File: src/rtl/qme_pkg.sv
package qme_pkg;
    localparam int DLY_W  = 48;
    localparam int PH_W   = 64;
    localparam int FRAC_W = 8;
    localparam int INT_W  = DLY_W - FRAC_W;
    localparam int FPH_W  = 16;

    typedef struct packed {
        logic [DLY_W-1:0] c0;
        logic [DLY_W-1:0] c1;
        logic [DLY_W-1:0] c2;
    } dly_coef_t;

    typedef struct packed {
        logic [PH_W-1:0] c0;
        logic [PH_W-1:0] c1;
        logic [PH_W-1:0] c2;
    } ph_coef_t;

    typedef struct packed {
        logic [INT_W-1:0]  whole;
        logic [FRAC_W-1:0] frac;
    } dly_split_t;

    function automatic logic [FPH_W-1:0] frac_to_phase(
        input logic [FRAC_W-1:0] f, input logic [FPH_W-1:0] step);
        return FPH_W'(f) * step;
    endfunction
endpackage

File: src/rtl/qme_fdiff.sv
module qme_fdiff #(
    parameter int W = 48
) (
    input  logic         clk,
    input  logic         rst,
    input  logic         init,
    input  logic         step,
    input  logic [W-1:0] c0,
    input  logic [W-1:0] c1,
    input  logic [W-1:0] c2,
    output logic [W-1:0] value
);
    logic [W-1:0] acc, d1, d2;

    always_ff @(posedge clk) begin
        if (rst) begin
            acc <= '0;
            d1  <= '0;
            d2  <= '0;
        end else if (init) begin
            acc <= c0;
            d1  <= c1 + c2;
            d2  <= c2 << 1;
        end else if (step) begin
            acc <= acc + d1;
            d1  <= d1 + d2;
        end
    end

    assign value = acc;

    // a restart lands on the constant term
    a_r2_init_loads_c0: assert property (@(posedge clk) disable iff (rst)
        init |=> value == $past(c0));

    // no step and no restart means no motion
    a_r5_idle_holds: assert property (@(posedge clk) disable iff (rst)
        (!init && !step) |=> $stable(value));
endmodule

File: src/rtl/qme_coef_store.sv
module qme_coef_store
    import qme_pkg::*;
(
    input  logic      clk,
    input  logic      rst,
    input  logic      we,
    input  dly_coef_t dly_in,
    input  ph_coef_t  ph_in,
    output dly_coef_t dly_staged,
    output ph_coef_t  ph_staged
);
    always_ff @(posedge clk) begin
        if (rst) begin
            dly_staged <= '0;
            ph_staged  <= '0;
        end else if (we) begin
            dly_staged <= dly_in;
            ph_staged  <= ph_in;
        end
    end
endmodule

File: src/rtl/qme_model_eval.sv
module qme_model_eval
    import qme_pkg::*;
#(
    parameter logic [FPH_W-1:0] CTR_STEP = 16'd64
) (
    input  logic               clk,
    input  logic               rst,
    input  logic               coef_we,
    input  logic [DLY_W-1:0]   dly_c0,
    input  logic [DLY_W-1:0]   dly_c1,
    input  logic [DLY_W-1:0]   dly_c2,
    input  logic [PH_W-1:0]    ph_c0,
    input  logic [PH_W-1:0]    ph_c1,
    input  logic [PH_W-1:0]    ph_c2,
    input  logic               integ_start,
    input  logic               fft_tick,
    input  logic               samp_tick,
    output logic [INT_W-1:0]   dly_int,
    output logic [FRAC_W-1:0]  dly_frac,
    output logic [FPH_W-1:0]   frac_phase,
    output logic [PH_W-1:0]    mix_phase
);
    dly_coef_t  dly_wr, dly_stg;
    ph_coef_t   ph_wr, ph_stg;
    logic [DLY_W-1:0] dly_val;
    dly_split_t split;

    assign dly_wr = '{c0: dly_c0, c1: dly_c1, c2: dly_c2};
    assign ph_wr  = '{c0: ph_c0,  c1: ph_c1,  c2: ph_c2};

    qme_coef_store u_store (
        .clk        (clk),
        .rst        (rst),
        .we         (coef_we),
        .dly_in     (dly_wr),
        .ph_in      (ph_wr),
        .dly_staged (dly_stg),
        .ph_staged  (ph_stg)
    );

    // start has priority over a coincident tick inside each evaluator
    qme_fdiff #(.W(DLY_W)) u_dly (
        .clk   (clk),
        .rst   (rst),
        .init  (integ_start),
        .step  (fft_tick),
        .c0    (dly_stg.c0),
        .c1    (dly_stg.c1),
        .c2    (dly_stg.c2),
        .value (dly_val)
    );

    qme_fdiff #(.W(PH_W)) u_ph (
        .clk   (clk),
        .rst   (rst),
        .init  (integ_start),
        .step  (samp_tick),
        .c0    (ph_stg.c0),
        .c1    (ph_stg.c1),
        .c2    (ph_stg.c2),
        .value (mix_phase)
    );

    assign split      = dly_split_t'(dly_val);
    assign dly_int    = split.whole;
    assign dly_frac   = split.frac;
    assign frac_phase = frac_to_phase(split.frac, CTR_STEP);

    // a write alone never disturbs the running delay
    a_r8_write_no_disturb: assert property (@(posedge clk) disable iff (rst)
        (coef_we && !integ_start && !fft_tick) |=> $stable(dly_val));

    // zero fraction gives zero band-centre phase
    always_comb begin
        if (!rst) begin
            a_r7_zero_frac: assert (dly_frac != '0 || frac_phase == '0);
        end
    end
endmodule

File: config.mk
export PLATFORM = sky130hd
export DESIGN_NAME = qme_model_eval
export DESIGN_NICKNAME = d
export VERILOG_FILES = /design/src/rtl/qme_pkg.sv /design/src/rtl/qme_fdiff.sv /design/src/rtl/qme_coef_store.sv /design/src/rtl/qme_model_eval.sv
export SDC_FILE = /design/constraint.sdc
export NUM_CORES = 2
export LEC_CHECK = 0
export ABC_AREA = 1
export CORE_ASPECT_RATIO = 0.9
export CORE_MARGIN = 2
export CORE_UTILIZATION = 35
export DETAILED_ROUTE_END_ITERATION = 6
export SYNTH_ARGS = -nofsm -noshare
export SYNTH_HDL_FRONTEND = slang
export SYNTH_SLANG_ARGS = --single-unit
File: constraint.sdc
create_clock -name clk -period 3.5 [get_ports clk]
set_input_delay 0.7 -clock clk [delete_from_list [all_inputs] [get_ports clk]]
set_output_delay 0.7 -clock clk [all_outputs]
set_load 0.02 [all_outputs]
### Word level (Yosys, flattened, before mapping)

Index checks and enable logic that the tools add are counted.

* bits in registers: 670
* input port bits: 342
* logic and storage cells: 28

* $add $sub $neg: 6
* multiplexer cells: 8
* reductions and logical operators: 2

Operators with widths (number)
* 2-to-1 mux 64 bit: 4
* adder 64 bit: 3
* 2-to-1 mux 48 bit: 4
* adder 48 bit: 3
* nonzero test 2 bit: 2

### Longest topological paths before layout

* depth in word-level cells: 3
* gate-level depth with buffers: 18

### Cells and area by module

Synthesis repeated with hierarchy kept, for this count alone.

* cells, all modules: 9384
* area total of the unflattened synthesis: 53102.2 um^2

By module, submodules not included
* qme_fdiff (u_ph): times used 1, cells each 4247, area each 22883.2 um^2, seq. area each 3823.7 um^2
* qme_fdiff (u_dly): times used 1, cells each 2991, area each 16454.5 um^2, seq. area each 2862.7 um^2
* qme_coef_store: times used 1, cells each 2129, area each 13640.6 um^2, seq. area each 6726.5 um^2
* qme_model_eval: times used 1, cells each 17, area each 123.9 um^2, seq. area each 0.0 um^2

### Least setup slack after synthesis

OpenSTA, ideal clock, no wires.

* path kind: register to register
* start point: reg u_dly.acc[0], in the netlist u_dly.value[0]
* end point: reg u_dly.acc[36], in the netlist u_dly.value[36]
* library setup time: 0.132 ns
* arrival time: 2.024 ns
* slack: 1.344 ns
* stages on the path, launching flop included: 18
* buffers on the path: 0
* period minus slack after synthesis: 2.156 ns
* cells stage by stage: dfxtp_1 -> ha_1 -> inv_1 -> fa_1 -> inv_1 -> nand3_1 -> nand2_1 -> nand2_1 -> nand2_1 -> nand2_1 -> nand2_1 -> nand2_1 -> nand2_1 -> nand2_1 -> nand2_1 -> nand2_1 -> nand3_1 -> a21oi_1

* cells in the longest elaborated chain, start to end: 3

RTL lines
* from (decl): line qme_fdiff.sv:13 `logic [W-1:0] acc, d1, d2;`
* from (signal assigned): line qme_fdiff.sv:25 `acc <= acc + d1;`
* adder 48 bit: line qme_fdiff.sv:25
* 2-to-1 mux 48 bit: line qme_fdiff.sv:24 `end else if (step) begin`
* 2-to-1 mux 48 bit: line qme_fdiff.sv:20 `end else if (init) begin`

No other way between the ends. The select of a mux whose other input is x is not followed.
A chain may end at the register's enable or synchronous reset.

### Worst setup path in the final report

* start point: reg u_ph.d1[24]
* end point: reg u_ph.d1[26]

* cells in the longest elaborated chain, start to end: 3

RTL lines
* from (decl): line qme_fdiff.sv:13
* from (signal assigned): line qme_fdiff.sv:22 `d1 <= c1 + c2;`
* from (signal assigned): line qme_fdiff.sv:26 `d1 <= d1 + d2;`
* adder 64 bit: line qme_fdiff.sv:26
* 2-to-1 mux 64 bit: line qme_fdiff.sv:24
* 2-to-1 mux 64 bit: line qme_fdiff.sv:20

No other way between the ends. The select of a mux whose other input is x is not followed.

==> results.cfg <==
[status]
status = completed

[sta]
rsz0062_at_grt = no
max_freq_mhz = 351.9
final-max-slew-violation-count = 0
min_period_ns = 2.842
clock_skew_ns = 0.03216
setup_viol = 0
maxSlewHeadroom_pct = 38.18
tns_ns = 0
final_hold_viol_count = 0
whs_ns = 0.3831
period_share_pct = 81.20
worstMarginPinSlew_ns = 0.9176

[layout]
layout.cells.non_filler = 10630
area_growth_pct = 18.82
nNetsFinal = 9376
mostFrequentLayoutCell = nand2_1
drive_above_1_share_pct = 3.686
most-common-layout-cells = nand2_1, nor2_1, inv_1
fin_area_um2 = 59140

[placement]
dp.cells = 10480
dp_hpwl_mm = 181.7
gp_congestion = 0.9964
place_area_um2 = 56320
port-buffer-count = 461

[clocking]
cts_tree = yes
clk_pin_slew_ns = 0.06
hold_buffers = 0
postCtsSetupBuffers = 0
clock_path_buffers = 3
cts.sinks = 670
clk-insertion-delay-late_ns = 0.72
root_buffer = clkbuf_16
cts-resized-gates = 0
cts_inserted_buffers = 82
htree_num_levels = 3

[hold_path]
hp-start = integ_start
hold_end = u_dly.d1[16]$_SDFFE_PP0N_
hold_path_class = in -> reg
min_path_cells = 3

[power_and_ir_drop]
power.switching_mw = 8.344
power_density_nw_per_um2 = 404.8
clock_power_share_pct = 38.0
swShare_pct = 34.86
comb_power_share_pct = 24.3
p_total_mw = 23.94
power_leakage_nw = 28.60
internal_power_mw = 15.59
ir_drop_v = 0.0003683
seq_power_share_pct = 37.6

[synth]
synth_edf_count = 0
yosysSeqAreaShare_pct = 26.95
synthCells = 8364
ys_types = 55
synthArstFlopShare_pct = 0
ys.flop_type = dfxtp_1
synth_warnings = 0
ys_ff_latch = 670
avgSynthCellArea_um2 = 5.951
synth_area_um2 = 49770

[routing]
ant_nets = 0
drc = 0
wl_mm = 223.4
wl_per_cell_um = 21.02
viasPerCell = 5.292
vias = 56230
drt-initial-drc-count = 6273
firstDrtPassIters = 6

[die]
die_w_um = 401.5
rows = 131
initial_core_util_pct = 35.19
core_area_um2 = 141500
die_y_um = 361.7
boundaryPins = 470
die_area_um2 = 145200

[grt]
globalRouteMet1Util_pct = 47.86
grt_use_met2_pct = 39.25
grt_usage_pct = 29.57
overflow = 0
grt_pass1_vias = 51000
grt_max_degree = 152
grt_pass1_wl_mm = 326.0
antenna_found_initial = 12
grtUsageMet3_pct = 5.525
grt-busiest-layer = met1

[flow_run]
drv_cap = 0

[worst_setup_path]
cp-start-kind = flip-flop
r2r-end = u_ph.d1[26]$_SDFFE_PP0N_
endpoint_kind = flip-flop
critPathMostFrequentCell = nand2_1
crit_chain = ha_1 -> nand2_1 -> inv_1 -> nand2_1 -> nand2_1 -> a21oi_1 -> inv_1 -> nor2_1 -> nand2_1 -> o21ai_0 -> nand2_1 -> a21oi_1
worst-r2r-cell-count = 12
required_ns = 4.14
crit_type = reg -> reg
critPathMaxStageDelay_ns = 0.57
slowest_stage = dfxtp_1
reg2reg_slack_ns = 0.66
cp.arrival_ns = 3.48
r2r_start = u_ph.d1[24]$_SDFFE_PP0N_
worst-path-max-fanout = 5
## per-stage QoR
stage | util [%] | setup slack (ns)
floorplan | - | 1.344
global placement | 39.81 | 0.7815
detailed placement | 39.81 | 0.7802
CTS | 41.80 | 0.7567
global route | 41.80 | 0.5026
finish | 41.81 | 0.6580
## how the worst max path moves through the flow
stage,from,cells after the start,slack [ns],endpoint
detailed placement,u_ph.d1[1]$_SDFFE_PP0N_,15,0.78,u_ph.d1[57]$_SDFFE_PP0N_
global route,u_ph.d1[1]$_SDFFE_PP0N_,16,0.50,u_ph.d1[57]$_SDFFE_PP0N_
CTS,u_store.ph_staged[2]$_SDFFE_PP0P_,13,0.76,u_ph.d1[41]$_SDFFE_PP0N_
finish,u_ph.d1[24]$_SDFFE_PP0N_,12,0.66,u_ph.d1[26]$_SDFFE_PP0N_
global placement,u_ph.d1[1]$_SDFFE_PP0N_,15,0.78,u_ph.d1[57]$_SDFFE_PP0N_
floorplan,u_dly.value[0]$_SDFFE_PP0N_,17,1.34,u_dly.value[36]$_SDFFE_PP0N_
## routing by layer
layer | wire length, µm | part of all wire, %
met1 | 114800 | 51
met2 | 82820 | 37
met3 | 21180 | 9.5
met4 | 4507 | 2.0
met5 | 80 | 0.036
## critical path: cells and delay by family, from the launching register on
family | cells | cell delay [ns]
adder cells (fa/ha/maj) | 1 | 0.40
flip-flops | 1 | 0.57
AND/OR/NAND/NOR | 6 | 0.62
buffers and inverters | 2 | 0.13
AO/OA/AOI/OAI | 3 | 1.06
## flip-flops by register name, summed over array words and instances (netlist names)
register            count
u_store.dly_staged    144
u_ph.d2                63
u_dly.d1               48
u_ph.d1                64
u_store.ph_staged     192
u_dly.d2               47
u_ph.value             64
u_dly.value            48
## synthesized netlist by cell type, types with 9 or more instances
master | count | share of area (%)
nand2_1 | 2160 | 16
nand3_1 | 389 | 3.9
clkbuf_1 | 186 | 1.4
a31oi_1 | 58 | 0.73
o21ai_1 | 15 | 0.15
a21o_1 | 19 | 0.29
nor3_2 | 12 | 0.24
a22oi_1 | 76 | 1.1
dfxtp_1 | 670 | 27
inv_1 | 1003 | 7.6
nand4_1 | 61 | 0.77
xor2_1 | 67 | 1.2
o21bai_1 | 44 | 0.66
nand3_2 | 15 | 0.30
o21a_1 | 22 | 0.33
buf_1 | 21 | 0.16
nand2_2 | 38 | 0.48
buf_4 | 18 | 0.27
o21ai_0 | 776 | 7.8
ha_1 | 328 | 8.2
inv_2 | 16 | 0.12
nor2_2 | 29 | 0.36
xnor2_1 | 16 | 0.28
nor2_1 | 1508 | 11
nor3_1 | 61 | 0.61
buf_2 | 41 | 0.41
a21oi_1 | 610 | 6.1
nand3b_1 | 32 | 0.48
and2_1 | 9 | 0.11
## cell families (layout without fill, tap and decap cells)
| family | count (synthesis) | count (layout) | synth area share, % |
|---|---|---|---|
| xor gates and xnor gates | 83 | 83 | 1.461 |
| other | 1 | 9 | 0.007535 |
| and+or+nand+nor | 4336 | 4336 | 35.35 |
| buffers and inverters | 1287 | 1679 | 9.960 |
| DFF | 670 | 670 | 26.95 |
| adders and majority gates | 334 | 334 | 8.487 |
| AOI/OAI and AO/OA | 1653 | 1653 | 17.79 |
## area by class of cell
class	count	area, µm²
Timing Repair Buffer	512	5268
Clock buffer	114	2322
Tap cell	1862	2330
Multi-Input combinational cell	6414	31460
Clock inverter	33	495.5
Inverter	1020	3849
Fill cell	15440	82320
Sequential cell	670	13410
Antenna cell	1	2.502
## power groups by stage
stage | registers, mW | clock network, mW | logic, mW
finish | 9.01 | 9.11 | 5.82
global route | 9.04 | 9.56 | 6.38
CTS | 8.96 | 9.29 | 5.69
detailed placement | 9.12 | 0 | 5.66
global placement | 9.11 | 0 | 5.65
floorplan | 8.76 | 0 | 3.45
Note: power is estimated with default switching activity, not from simulation.
